--- config.mk ---
export PLATFORM = sky130hd
export DESIGN_NAME = twb_bit_timer
export DESIGN_NICKNAME = d
export VERILOG_FILES = /design/src/rtl/twb_pkg.sv /design/src/rtl/twb_phase_len.sv /design/src/rtl/twb_cfg_hold.sv /design/src/rtl/twb_bit_timer.sv
export SDC_FILE = /design/constraint.sdc
export NUM_CORES = 1
export LEC_CHECK = 0
export ABC_CLOCK_PERIOD_IN_PS = 4500
export BUFFER_PORTS_ARGS = -buffer_cell sky130_fd_sc_hd__clkbuf_2
export CORE_ASPECT_RATIO = 0.7
export CORE_MARGIN = 2
export CORE_UTILIZATION = 55
export CTS_BUF_LIST = sky130_fd_sc_hd__clkbuf_16
export DETAILED_ROUTE_END_ITERATION = 8
export PLACE_DENSITY = 0.74
export SLEW_MARGIN = 15
export SYNTH_ARGS = -nofsm -noshare
export SYNTH_HDL_FRONTEND = slang
export SYNTH_SLANG_ARGS = --single-unit
--- constraint.sdc ---
create_clock -name clk -period 4.5 [get_ports clk]
set_input_delay 0.9 -clock clk [delete_from_list [all_inputs] [get_ports clk]]
set_output_delay 0.9 -clock clk [all_outputs]
set_load 0.005 [all_outputs]
--- src/rtl/twb_pkg.sv ---
package twb_pkg;

    typedef enum logic [1:0] {
        OP_START   = 2'd0,
        OP_RESTART = 2'd1,
        OP_BIT     = 2'd2,
        OP_STOP    = 2'd3
    } op_e;

    // One timed segment of a bus event: line levels and whether it ends the event.
    typedef struct packed {
        logic scl;
        logic sda;
        logic last;
    } seg_t;

    // Segment sequence for each event; a segment with scl=1 lasts one high
    // phase, a segment with scl=0 lasts one low phase.
    function automatic seg_t seg_lookup(op_e op, logic [1:0] idx, logic b);
        seg_t s;
        s = '{scl: 1'b1, sda: 1'b1, last: 1'b1};
        case (op)
            OP_START: s = '{scl: 1'b1, sda: 1'b0, last: 1'b1};
            OP_RESTART: begin
                case (idx)
                    2'd0:    s = '{scl: 1'b0, sda: 1'b1, last: 1'b0};
                    2'd1:    s = '{scl: 1'b1, sda: 1'b1, last: 1'b0};
                    default: s = '{scl: 1'b1, sda: 1'b0, last: 1'b1};
                endcase
            end
            OP_BIT: begin
                if (idx == 2'd0) s = '{scl: 1'b0, sda: b, last: 1'b0};
                else             s = '{scl: 1'b1, sda: b, last: 1'b1};
            end
            default: begin
                case (idx)
                    2'd0:    s = '{scl: 1'b0, sda: 1'b0, last: 1'b0};
                    2'd1:    s = '{scl: 1'b1, sda: 1'b0, last: 1'b0};
                    default: s = '{scl: 1'b1, sda: 1'b1, last: 1'b1};
                endcase
            end
        endcase
        return s;
    endfunction

endpackage

--- src/rtl/twb_phase_len.sv ---
module twb_phase_len #(
    parameter int DIV_W = 8,
    parameter int EXP_W = 3,
    parameter int CNT_W = 16
) (
    input  logic [DIV_W-1:0] div_i,
    input  logic [EXP_W-1:0] exp_i,
    output logic [CNT_W-1:0] len_o
);

    // divider scaled by 2^exp, plus the fixed four-cycle overhead
    assign len_o = (CNT_W'(div_i) << exp_i) + CNT_W'(4);

endmodule

--- src/rtl/twb_cfg_hold.sv ---
module twb_cfg_hold #(
    parameter int DIV_W = 8,
    parameter int EXP_W = 3
) (
    input  logic             clk,
    input  logic             rst_n,
    input  logic             load_i,
    input  logic [DIV_W-1:0] low_i,
    input  logic [DIV_W-1:0] high_i,
    input  logic [EXP_W-1:0] exp_i,
    output logic [DIV_W-1:0] low_o,
    output logic [DIV_W-1:0] high_o,
    output logic [EXP_W-1:0] exp_o
);

    typedef struct packed {
        logic [DIV_W-1:0] low;
        logic [DIV_W-1:0] high;
        logic [EXP_W-1:0] expn;
    } cfg_t;

    cfg_t cfg_d, cfg_q;

    always_comb begin
        cfg_d = cfg_q;
        if (load_i) begin
            cfg_d.low  = low_i;
            cfg_d.high = high_i;
            cfg_d.expn = exp_i;
        end
    end

    always_ff @(posedge clk) begin
        if (!rst_n) cfg_q <= '0;
        else        cfg_q <= cfg_d;
    end

    assign low_o  = cfg_q.low;
    assign high_o = cfg_q.high;
    assign exp_o  = cfg_q.expn;

endmodule

--- src/rtl/twb_bit_timer.sv ---
module twb_bit_timer
    import twb_pkg::*;
#(
    parameter int DIV_W = 8,
    parameter int EXP_W = 3
) (
    input  logic             clk,
    input  logic             rst_n,
    input  logic             req_valid,
    input  logic [1:0]       req_op,
    input  logic             req_bit,
    input  logic [DIV_W-1:0] low_div,
    input  logic [DIV_W-1:0] high_div,
    input  logic [EXP_W-1:0] exp_sel,
    input  logic             scl_in,
    input  logic             sda_in,
    output logic             scl_oe_n,
    output logic             sda_oe_n,
    output logic             busy,
    output logic             done,
    output logic             rx_bit
);

    localparam int MAX_SHIFT = (1 << EXP_W) - 1;
    localparam int CNT_W     = DIV_W + MAX_SHIFT + 1;
    localparam int N_PHASE   = 2;   // index 0: low phase, 1: high phase

    typedef struct packed {
        logic             active;
        op_e              op;
        logic [1:0]       idx;
        logic             bitv;
        logic [CNT_W-1:0] cnt;
        logic             scl;
        logic             sda;
        logic             done;
        logic             rx;
    } st_t;

    st_t st_d, st_q;

    logic             accept;
    logic             load_cfg;
    logic [DIV_W-1:0] held_low, held_high;
    logic [EXP_W-1:0] held_exp;
    logic [EXP_W-1:0] exp_src;
    logic [DIV_W-1:0] div_src [N_PHASE];
    logic [CNT_W-1:0] phase_len [N_PHASE];
    seg_t             cur_seg, nxt_seg, acc_seg;
    logic             tick;

    assign accept   = !st_q.active && req_valid;
    assign load_cfg = accept && (op_e'(req_op) == OP_START);

    twb_cfg_hold #(
        .DIV_W (DIV_W),
        .EXP_W (EXP_W)
    ) u_cfg (
        .clk    (clk),
        .rst_n  (rst_n),
        .load_i (load_cfg),
        .low_i  (low_div),
        .high_i (high_div),
        .exp_i  (exp_sel),
        .low_o  (held_low),
        .high_o (held_high),
        .exp_o  (held_exp)
    );

    // A START uses the live fields in its own accept cycle; later events use the held copy.
    assign div_src[0] = load_cfg ? low_div  : held_low;
    assign div_src[1] = load_cfg ? high_div : held_high;
    assign exp_src    = load_cfg ? exp_sel  : held_exp;

    for (genvar g = 0; g < N_PHASE; g++) begin : g_len
        twb_phase_len #(
            .DIV_W (DIV_W),
            .EXP_W (EXP_W),
            .CNT_W (CNT_W)
        ) u_len (
            .div_i (div_src[g]),
            .exp_i (exp_src),
            .len_o (phase_len[g])
        );
    end

    assign cur_seg = seg_lookup(st_q.op, st_q.idx, st_q.bitv);
    assign nxt_seg = seg_lookup(st_q.op, st_q.idx + 2'd1, st_q.bitv);
    assign acc_seg = seg_lookup(op_e'(req_op), 2'd0, req_bit);

    // Low segments always count; high segments count only while the line reads high.
    assign tick = st_q.active && (!cur_seg.scl || scl_in);

    always_comb begin
        st_d      = st_q;
        st_d.done = 1'b0;
        if (accept) begin
            st_d.active = 1'b1;
            st_d.op     = op_e'(req_op);
            st_d.idx    = 2'd0;
            st_d.bitv   = req_bit;
            st_d.scl    = acc_seg.scl;
            st_d.sda    = acc_seg.sda;
            st_d.cnt    = acc_seg.scl ? phase_len[1] : phase_len[0];
        end else if (tick) begin
            if (st_q.cnt == CNT_W'(1)) begin
                if (st_q.op == OP_BIT && cur_seg.scl) begin
                    st_d.rx = sda_in;
                end
                if (cur_seg.last) begin
                    st_d.active = 1'b0;
                    st_d.done   = 1'b1;
                    st_d.scl    = (st_q.op == OP_STOP);
                end else begin
                    st_d.idx = st_q.idx + 2'd1;
                    st_d.scl = nxt_seg.scl;
                    st_d.sda = nxt_seg.sda;
                    st_d.cnt = nxt_seg.scl ? phase_len[1] : phase_len[0];
                end
            end else begin
                st_d.cnt = st_q.cnt - CNT_W'(1);
            end
        end
    end

    always_ff @(posedge clk) begin
        if (!rst_n) begin
            st_q        <= '0;
            st_q.op     <= OP_START;
            st_q.scl    <= 1'b1;
            st_q.sda    <= 1'b1;
        end else begin
            st_q <= st_d;
        end
    end

    assign scl_oe_n = st_q.scl;
    assign sda_oe_n = st_q.sda;
    assign busy     = st_q.active;
    assign done     = st_q.done;
    assign rx_bit   = st_q.rx;

    AST_DONE_SINGLE: assert property (@(posedge clk) disable iff (!rst_n)
        st_q.done |=> !st_q.done) else $error("done longer than one cycle");

    AST_BUSY_IGNORE: assert property (@(posedge clk) disable iff (!rst_n)
        (st_q.active && req_valid) |=> ($stable(st_q.op) && $stable(st_q.bitv))) else $error("request taken while busy");

    AST_BIT_DATA_STEADY: assert property (@(posedge clk) disable iff (!rst_n)
        (st_q.active && st_q.op == OP_BIT && st_q.scl) |=> $stable(st_q.sda)) else $error("data moved with clock high");

    AST_STRETCH_HOLD: assert property (@(posedge clk) disable iff (!rst_n)
        (st_q.active && st_q.scl && !scl_in) |=> $stable(st_q.cnt)) else $error("high count ran with line low");

    AST_CFG_FROZEN: assert property (@(posedge clk) disable iff (!rst_n)
        st_q.active |=> ($stable(held_low) && $stable(held_high) && $stable(held_exp))) else $error("fields changed mid event");

    AST_END_CLOCK_LOW: assert property (@(posedge clk) disable iff (!rst_n)
        (st_q.done && st_q.op != OP_STOP) |-> !st_q.scl) else $error("clock not held low after event");

    AST_STOP_RELEASE: assert property (@(posedge clk) disable iff (!rst_n)
        (st_q.done && st_q.op == OP_STOP) |-> (st_q.scl && st_q.sda)) else $error("lines not free after stop");

endmodule

# Word level (Yosys, flattened, before mapping)
# Index checks and enable logic that the tools add are counted.
[word_totals]
elab_cells = 82
reg_bits = 45
[op_classes]
n_reduce_logical = 22
n_mux = 27
add_sub_neg = 4
eq_ne = 10
shift = 2
bitwise = 5
[ops]
columns = ["cell", "count"]
rows = [
  ["two-way mux 16 bit", 4],
  ["adder 16 x 3 -> 16 bit, second input constant", 2],
  ["left shift 8 x 3 -> 16 bit", 2],
  ["one-hot mux 3 bit (3 select lines)", 3],
  ["one-hot mux 3 bit (2 select lines)", 4],
  ["two-way mux 20 bit", 1],
  ["two-way mux 18 bit", 1],
  ["equality test 16 x 1 -> 1 bit, second input constant", 1],
  ["two-way mux 8 bit", 2],
  ["subtractor 16 x 1 -> 16 bit, second input constant", 1],
  ["two-way mux 3 bit", 3],
  ["AND reduction 3 bit", 3],
  ["equality test 2 x 1 -> 1 bit, second input constant", 4],
  ["logical NOT 2 bit", 4],
  ["two-way mux 1 bit", 8],
  ["equality test 2 bit, second input constant", 3],
  ["nonzero test 2 bit", 3],
  ["NOT 1 bit", 5],
  ["logical AND 1 bit", 4],
  ["two-way mux 4 bit", 1],
  ["AND reduction 2 bit", 2],
  ["AND reduction 4 bit", 1],
  ["OR reduction 4 bit", 1],
  ["!= test 3 bit, second input constant", 1],
  ["5 further kinds", 6],
]

# Depth between registers and ports, before layout
# Gate-level depths: netlist of run 1.
[depth]
ltp_word = 11
mapped_depth = 14

# Hierarchy
# Synthesis of run 1 repeated with hierarchy kept, for this count alone.
[hier_totals]
hier_cells = 535
area_unflattened_um2 = 4453.0
[by_module_without_submodules]
columns = ["mod", "area_each_um2", "cells_each", "n_inst", "seq_area_each_um2"]
rows = [
  ["twb_bit_timer", 2394.8, 287, 1, 520.5],
  ["twb_phase_len", 666.9, 94, 2, 0.0],
  ["twb_cfg_hold", 724.4, 60, 1, 380.4],
]

# Worst setup path after synthesis of run 1
# OpenSTA, ideal clock, no wires.
[synth_path]
path_kind = "input -> register"
start = "input port req_op[0]"
end = "register st_q[14] (netlist bit)"
arrival_ns = 3.509
cell_stages = 14
required_ns = 4.430
setup_time_ns = 0.070
n_path_buf = 4
path_slack_ns = 0.922
cell_sequence = "or4b_1 buf_6 buf_6 mux2_4 buf_6 clkbuf_1 nor2_1 ha_1 and2_1 o211ai_1 nor3_1 xor2_1 nand2_1 a21oi_1"
[synth_via]
elab_chain_cells = 10
word_cells_on_any_way = 18
classes_between = "2 x add/sub; 2 x eq/ne; 2 x shift; 10 x mux; 2 x reduce/logical"
[synth_lines]
columns = ["element", "line", "rtl"]
rows = [
  ["start, declared", "twb_bit_timer.sv:10", "input logic [1:0] req_op,"],
  ["logical NOT 2 bit", "twb_pkg.sv:22, twb_bit_timer.sv:53", ""],
  ["logical AND 1 bit", "twb_bit_timer.sv:53", "assign load_cfg = accept && (op_e'(req_op) == OP_START);"],
  ["two-way mux 8 bit (tied with other cells)", "twb_bit_timer.sv:71", "assign div_src[0] = load_cfg ? low_div : held_low;"],
  ["left shift 8 x 3 -> 16 bit", "twb_phase_len.sv:12", "assign len_o = (CNT_W'(div_i) << exp_i) + CNT_W'(4);"],
  ["adder 16 x 3 -> 16 bit", "twb_phase_len.sv:12", ""],
  ["two-way mux 16 bit", "twb_bit_timer.sv:118", "st_d.cnt = nxt_seg.scl ? phase_len[1] : phase_len[0];"],
  ["two-way mux 16 bit", "twb_bit_timer.sv:110", "if (cur_seg.last) begin"],
  ["two-way mux 16 bit", "twb_bit_timer.sv:106", "if (st_q.cnt == CNT_W'(1)) begin"],
  ["two-way mux 20 bit", "twb_bit_timer.sv:105", "end else if (tick) begin"],
  ["two-way mux 18 bit *", "twb_bit_timer.sv:97", "if (accept) begin"],
  ["end signal, assigned", "twb_bit_timer.sv:133", "st_q <= st_d;"],
  ["end, declared", "twb_bit_timer.sv:40", "st_t st_d, st_q;"],
]
# Every way passes the cells marked *; elsewhere a longest branch is shown, timed or not. The select of a mux whose other input is x is not followed.
# A chain may end at the register's enable or synchronous reset.

# Final worst setup path of run 1
[layout_path]
start = "input port req_op[0]"
end = "register st_q[8] (netlist bit)"
# The elaborated chain is that of the path after synthesis.

==> results by stage, run 1 <==
Power and ir drop:
- The completed layout was analyzed and its total power is between 1000 and 1500 uW.
- In this run the power density over the cells is 260 nW/um2.
- The leakage power figure is 0.00174 uW.
- The worst supply voltage drop on vdd is approximately 190 uV.

Outcome:
- The run finished with clean final reports.

STA:
- The max-slew violation count is 0.
- The worst-margin pin slew is between 0.8 and 0.9 ns.
- Timing would allow up to between 0.2 and 0.3 GHz.
- The worst hold margin is about 0.47 ns.
- The relative slew slack is roughly two fifths.
- The clock period minus final worst setup slack is approximately 4.0 ns.
- Setup repair after global routing left no endpoint under its margin.
- Setup total negative slack on the finished layout was measured at 0 ns.
- The post-route fraction of the period consumed by the critical path is between 80% and 90%.
- The number of failing setup endpoints in the final timing report is 0.
- The clock arrives with approximately 0.0065 ns of skew.
- The number of failing hold endpoints at the final stage came to 0.

Placement:
- The placer's final routability congestion estimate is 1.02.
- The area of placed instances is ~4400 um2.
- Once detailed placement completed, the half-perimeter wirelength came to 9.26 mm.
- The count of buffers added on input and output ports is 31.

Clock tree:
- In this run the number of H-tree levels came out at 2.
- The TritonCTS buffer count is 5.
- The root buffer cell chosen for the clock tree is sky130_fd_sc_hd__clkbuf_16.
- The number of setup buffers added after CTS is 0.
- TritonCTS built the clock tree.
- The number of clock sinks seen by CTS is 45.
- The later pin in the worst-skew pair is clocked with a latency of roughly 0.30 ns.
- The maximum number of buffers from clock root to sink is 2.
- In this run, post-CTS hold repair placed 0 buffers.
- Clock-pin slew was measured on the worst setup and hold paths at about 0.06 ns.
- Gates resized during post-CTS repair numbered 0.

GRT:
- For this run the aggregate overflow at the end of global routing stands at 0.
- The first global-routing pass estimated 21.2 mm of wire.
- The via count of the first global-routing pass came to 4097.
- The number of antenna violations at the first check in global routing is 0.
- Entering global routing, the biggest net connects 52 pins.
- In the global route stage, overall resource usage came out at between 30% and 40%.

Routing:
- In the final routed layout, each cell accounts on average for roughly 19 um.
- The final routed DRC violation total is 0.
- The total detailed-routing wirelength is 12.9 mm.
- The vias per cell is 6.65.
- The first detailed-routing pass ran for 5 iterations.
- The routed layout has ~4500 vias.
- The residual antenna-violating net count after detailed routing is 0.
- The detailed router finished its first iteration with 622 violations.

Die:
- The die is approximately 110 um wide.
- The total die area is between 8000 and 9000 um2.
- After floorplanning, the core was sized to cover between 7000 and 8000 um2.
- The row count is 26.
- The floorplan step set the die height to 77.4 um.
- In this run the count of I/O pins placed on the die edge is 32.
- The effective utilization at floorplan is between 50 and 60%.

Synthesis:
- The proportion of synthesized flip-flops having asynchronous set or reset is 0%.
- The number of register bits inferred by synthesis is 45.
- The Yosys step of the flow raised 0 warnings.
- The number of nets in the synthesized netlist is a little over 600.
- The count of flip-flops with a built-in enable after synthesis is 0.
- In the synthesized netlist, the number of instances is between 500 and 600.
- The number of library cell types mapped by synthesis is 71.
- In the synthesized netlist the dominant register cell turns out to be sky130_fd_sc_hd__dfxtp_1.
- Averaged over all synthesized cells, the footprint is between 7 and 8 um2.
- The cell area that synthesis handed to floorplanning was roughly 4200 um2.
- For this run, the register share of the synthesized area comes to 21.3%.

Worst setup path:
- The launching point of the worst reg2reg path is busy$_SDFFE_PN0P_.
- At the worst endpoint, the arrival time is between 4 and 5 ns.
- STA puts the critical path data required time at 4.69 ns.
- Measured in cells, the most critical reg-to-reg path has a length of 10.
- Of all nets on the critical path, the largest fanout is 9.
- The critical path endpoint category is a flip-flop.
- The critical path class is input pin to flip-flop.
- The worst setup path is launched from an input pin.
- The most critical setup path has its startpoint at req_op[0].

Job:
- Max-cap violations in this run came to 0.

Layout:
- The count of inserted antenna diode cells is 0.
- The final core utilization is 61.5%.
- The final layout contains just over 600 nets.
- The library cells used most frequently in the layout, excluding fill and tap cells, are sky130_fd_sc_hd__nand2_1, sky130_fd_sc_hd__nor2_1, sky130_fd_sc_hd__dfxtp_1, sky130_fd_sc_hd__a21oi_1, sky130_fd_sc_hd__o21ai_0.
- The commonest non-fill, non-tap cell in the layout is sky130_fd_sc_hd__nand2_1.
- The share of layout cells above drive strength 1 is 12.5%.
- The finished cells cover roughly 4500 um2.
- The post-synthesis to final-layout area growth is 7.34%.

Hold path:
- Counting instances, the worst hold path has a depth of 1.
- The startpoint identified for the worst hold timing path is st_q[19]$_SDFFE_PN0P_.
- The tightest min-delay check is of the flip-flop to flip-flop type.
## worst paths after layout
path	endpoint	slack, ns
min	st_q[19]$_SDFFE_PN0P_	0.47
min reg2reg	st_q[19]$_SDFFE_PN0P_	0.47
max	st_q[8]$_SDFFE_PN0P_	0.51
max reg2reg	st_q[8]$_SDFFE_PN0P_	0.92
## synth_stat cells, drive strengths merged, types with 3 or more instances
cell type  count  share of area [%]
a211oi         5               0.89
a21boi        18                3.2
a21oi         46                5.6
a221o          3               0.71
a221oi         5                1.3
a31oi          6               0.89
and2           6               0.89
buf           15                2.3
clkbuf        27                2.4
dfxtp         45                 21
ha             7                2.1
inv            9               0.80
mux2           7                2.1
mux2i         35                9.0
nand2         76                6.7
nand2b         5               0.74
nand3         25                3.1
nand3b         8                1.4
nand4          6                1.0
nor2          51                4.5
nor2b         12                1.8
nor3          22                3.1
nor3b          3               0.53
nor4           4               0.59
nor4b          3               0.62
o2111ai        3               0.77
o211a          4               0.95
o211ai         5               0.89
o21a           5               0.89
o21ai         41                4.9
o221ai         3               0.62
o22ai          4               0.59
o31ai          5               0.89
or3            8                1.2
xnor2         12                2.5
xor2          13                2.7
## power breakdown
group	leakage (uW)	switching (uW)	internal, uW	total, uW
logic	0.00129	226	135	361
clock network	0.0000776	164	200	364
registers	0.000368	31.2	422	453
total	0.00174	421	757	1180
## flip-flops by register name, summed over array words and instances, names as in the netlist
name	cells
st_q	21
u_cfg.high_o	8
u_cfg.low_o	8
u_cfg.exp_o	3
busy	1
done	1
rx_bit	1
scl_oe_n	1
sda_oe_n	1
## cell type report
| type | count | area [um2] |
|---|---|---|
| fillers | 665 | 2850 |
| inverters | 9 | 33.8 |
| clock buffers | 5 | 125 |
| flip-flops and latches | 45 | 901 |
| repair buffers | 41 | 243 |
| multi-input cells | 482 | 3100 |
| well taps | 98 | 123 |
| clock inverters | 3 | 11.3 |
## worst max-delay path, stage by stage
cell and delay (ns):
sky130_fd_sc_hd__clkbuf_2 0.14, sky130_fd_sc_hd__or4b_2 0.91, sky130_fd_sc_hd__mux2i_4 0.31, sky130_fd_sc_hd__nor4b_1 0.47
sky130_fd_sc_hd__a221oi_1 0.13, sky130_fd_sc_hd__nor2_1 0.19, sky130_fd_sc_hd__ha_1 0.27, sky130_fd_sc_hd__xor2_1 0.11
sky130_fd_sc_hd__a221oi_1 0.38, sky130_fd_sc_hd__o21ai_1 0.16, sky130_fd_sc_hd__o21a_1 0.20
## through the flow
stage / worst slack [ns] / instances
after global placement: 0.456 / 675
after detailed placement: 0.299 / 675
after CTS: 0.604 / 683
after global routing: 0.314 / 683
final: 0.510 / 683
after floorplan: 0.922 / 578
## layer usage
layer  routed length, um  global-route usage, %  share of wire (%)  vias to the layer above
met3                1330                   7.23                 10                       26
met5                   0                      0                  0                        -
li1                    -                      -                  -                     2132
met4                 187                   7.31                1.4                        0
met1                5980                   46.7                 46                     2136
met2                5420                   46.6                 42                      250
## cells by family (layout without fill, tap and decap cells)
| group | count (synthesis) | count (layout) | share of synthesized area [%] |
|---|---|---|---|
| AND/OR/NAND/NOR | 237 | 237 | 27.7 |
| AO/OA/AOI/OAI | 171 | 171 | 27.2 |
| buffers and inverters | 51 | 58 | 5.47 |
| flip-flops | 45 | 45 | 21.3 |
| multiplexers | 42 | 42 | 11.1 |
| XOR/XNOR | 25 | 25 | 5.18 |
| adder cells (fa/ha/maj) | 7 | 7 | 2.07 |
(Power assumes the default switching activity.)
==> run 2: changes to the inputs <==
CTS_BUF_LIST = default   (was sky130_fd_sc_hd__clkbuf_16)
PLACE_DENSITY = 0.81   (was 0.74)
==> run 2 against run 1 <==
Against the previous run: largest power group unchanged; register-to-register slack gained 0.02 ns; critical path type unchanged; total power fell by 1.8%; sequential power about the same; combinational power hardly changed.
==> results by stage, run 2 (synthesis gave the netlist of run 1 again) <==
Outcome:
- The run finished with clean final reports.

Layout:
- The post-synthesis to final-layout area growth is 7.13%.
- The filler cells instantiated in the layout total 676.
- The share of layout cells above drive strength 1 is 13.1%.
- The commonest non-fill, non-tap cell in the layout is sky130_fd_sc_hd__nand2_1.
- The final design instance area without fill is approximately 4500 um2.
- The count of inserted antenna diode cells is 0.
- The register with the highest flop count is st_q.
- The top cell types in the final layout, fill and taps aside, are sky130_fd_sc_hd__nand2_1, sky130_fd_sc_hd__nor2_1, sky130_fd_sc_hd__dfxtp_1, sky130_fd_sc_hd__a21oi_1, sky130_fd_sc_hd__o21ai_0.
- The final core utilization is between 60 and 70%.
- The flip-flop count of the largest register after layout is 21.
- After the flow finishes, the layout carries non-filler instances totaling approximately 700.
- The final layout contains 619 nets.

STA:
- The relative slew slack is 39.9%.
- The worst-margin pin slew is 0.902 ns.
- On the final layout, the worst hold slack is 0.467 ns.
- The max-slew violation count was 0.
- The timing-limited maximum frequency is between 0.2 and 0.3 GHz.
- Of the available clock period, the critical path in the final layout requires about 87%.
- The final setup TNS is 0 ns.
- The clock period minus final worst setup slack is between 3 and 4 ns.
- The number of failing setup endpoints in the final timing report is 0.
- The number of failing hold endpoints at the final stage was 0.
- The largest clock skew in the final design is roughly 0.0094 ns.
- Setup repair after global routing left no endpoint under its margin.

Die:
- The x dimension of the die is around 110 um.
- The row count is 26.
- The I/O pin total is 32.
- Once the floorplan was initialized, standard cells occupied roughly 57% of the core.
- The area of the placeable core is ~7400 um2.
- The die boundary height is 77.4 um.
- The floorplan step defined a die boundary enclosing roughly 8400 um2.

Job:
- Max-cap violations in this run came to 0.

Worst setup path:
- The biggest fanout along the worst timing path is 10.
- The critical path endpoint category is a flip-flop.
- The critical path in this run is classified as input pin to flip-flop.
- The kind of start point of the critical path is an input pin.
- Setup slack on the worst reg-to-reg path comes out at 0.94 ns.
- The endpoint arrival time on the critical path is around 4.1 ns.
- The largest stage delay on the critical path is around 0.9 ns.
- For this design, the slowest cell found on the critical path is sky130_fd_sc_hd__or4b_2.
- STA puts the critical path data required time at 4.72 ns.
- The cell with the most instances on the worst path is sky130_fd_sc_hd__a221oi_1.
- The critical path goes through clkbuf_2 > or4b_2 > mux2i_4 > nor4b_1 > a221oi_1 > nor2_1 > ha_1 > xor2_1 > a221oi_1 > o21ai_1 > o21a_1.

GRT:
- The via count of the first global-routing pass is a little over 4000.
- The number of antenna violations at the first check in global routing is 0.
- The most heavily used metal layer in global routing is met1.
- The all-layer global routing usage is a little under a third.
- For met2 alone, demand over resource in global routing was 44.7%.
- The pin count of the biggest net entering global routing is 49.
- The total overflow left after global routing is 0.
- In the global route stage, met3 resource usage came out at just over 7%.
- The global routing usage on met1 is between 40 and 50%.
- The wire length of the first global-routing pass is 20.5 mm.

Placement:
- The area of placed instances is 4410 um2.
- At the end of routability-driven placement, the weighted congestion stood at roughly 1.0.
- The number of input and output port buffers inserted is 31.
- The sum of net half-perimeters after detailed placement is 9.18 mm.
- Once placement completed, the tool counted placed cells totaling between 600 and 700.

Hold path:
- The worst hold path belongs to the class flip-flop to flip-flop.

Clock tree:
- For this design, the sink count on the clock tree is 45.
- The latest clock arrival within the worst-skew pair is between 0.3 and 0.4 ns.
- The clock-pin slew reported for the worst setup and hold paths after clock tree synthesis is 0.09 ns.
- The maximum number of buffers from clock root to sink is 2.
- In this run the clock root is driven by a sky130_fd_sc_hd__clkbuf_8.
- TritonCTS built the clock tree.
- The post-cts repair resize count is 0.
- The number of clock buffers added by TritonCTS is 5.
- The number of setup buffers added after CTS is 0.
- The number of levels in the clock H-tree is 2.
- Buffers inserted to repair hold after CTS numbered 0.

Routing:
- The vias per cell is 6.62.
- The count of routing violations after the opening detailed-route iteration is 583.
- The total iterations of the first detailed-routing run is 5.
- Dividing the detail-routed wire length by the instance count gives 18.5 um.
- In this run the remaining antenna-violating nets after routing total 0.
- After detailed routing, the number of remaining DRC violations is 0.
- The total detailed-routing wirelength is about 13 mm.
- The total vias in the final route is ~4500.

Power and ir drop:
- The power density of the placed cells is 255 nW/um2.
- The worst supply voltage drop on vdd is ~150 uV.
- The leakage power figure is approximately 0.0017 uW.
-- run 2: final cells by class --
cell class,instances,area (um2),area share (%)
Timing Repair Buffer,42,250,5.52
Multi-Input combinational cell,482,3100,68.5
Tap cell,98,123,2.71
Clock buffer,6,82.6,1.82
Sequential cell,45,901,19.9
Inverter,9,33.8,0.746
Clock inverter,2,37.5,0.828
-- run 2: through the flow --
| stage | power (uW) | worst slack, ns |
|---|---|---|
| floorplan | 711 | 0.922 |
| global placement | 799 | 0.435 |
| detailed placement | 808 | 0.301 |
| CTS | 1150 | 0.605 |
| global route | 1210 | 0.384 |
| finish | 1160 | 0.573 |
-- run 2: path summary, 6_finish.rpt --
check,depth (start not counted),startpoint,to
min reg2reg,1,st_q[19]$_SDFFE_PN0P_,st_q[19]$_SDFFE_PN0P_
max,11,req_op[0],st_q[8]$_SDFFE_PN0P_
max reg2reg,10,busy$_SDFFE_PN0P_,st_q[8]$_SDFFE_PN0P_
min,1,st_q[19]$_SDFFE_PN0P_,st_q[19]$_SDFFE_PN0P_
-- run 2: critical path: cells and delay by family --
family / cells / cell delay, ns
AND/OR/NAND/NOR: 3 / 1.65
AO/OA/AOI/OAI: 4 / 0.76
multiplexers: 1 / 0.31
adder cells (fa/ha/maj): 1 / 0.26
buffers and inverters: 1 / 0.14
XOR/XNOR: 1 / 0.11
-- run 2: layer usage --
metal  vias up  part of all wire [%]
met4         0                   1.1
met1      2131                    46
li1       2130                     -
met3        14                    10
met2       250                    43
met5         -                     0
-- run 2: where the power goes --
group          internal, uW  total (uW)  switching (uW)
registers               421         451            30.0
clock network           181         345             164
logic                   135         361             226
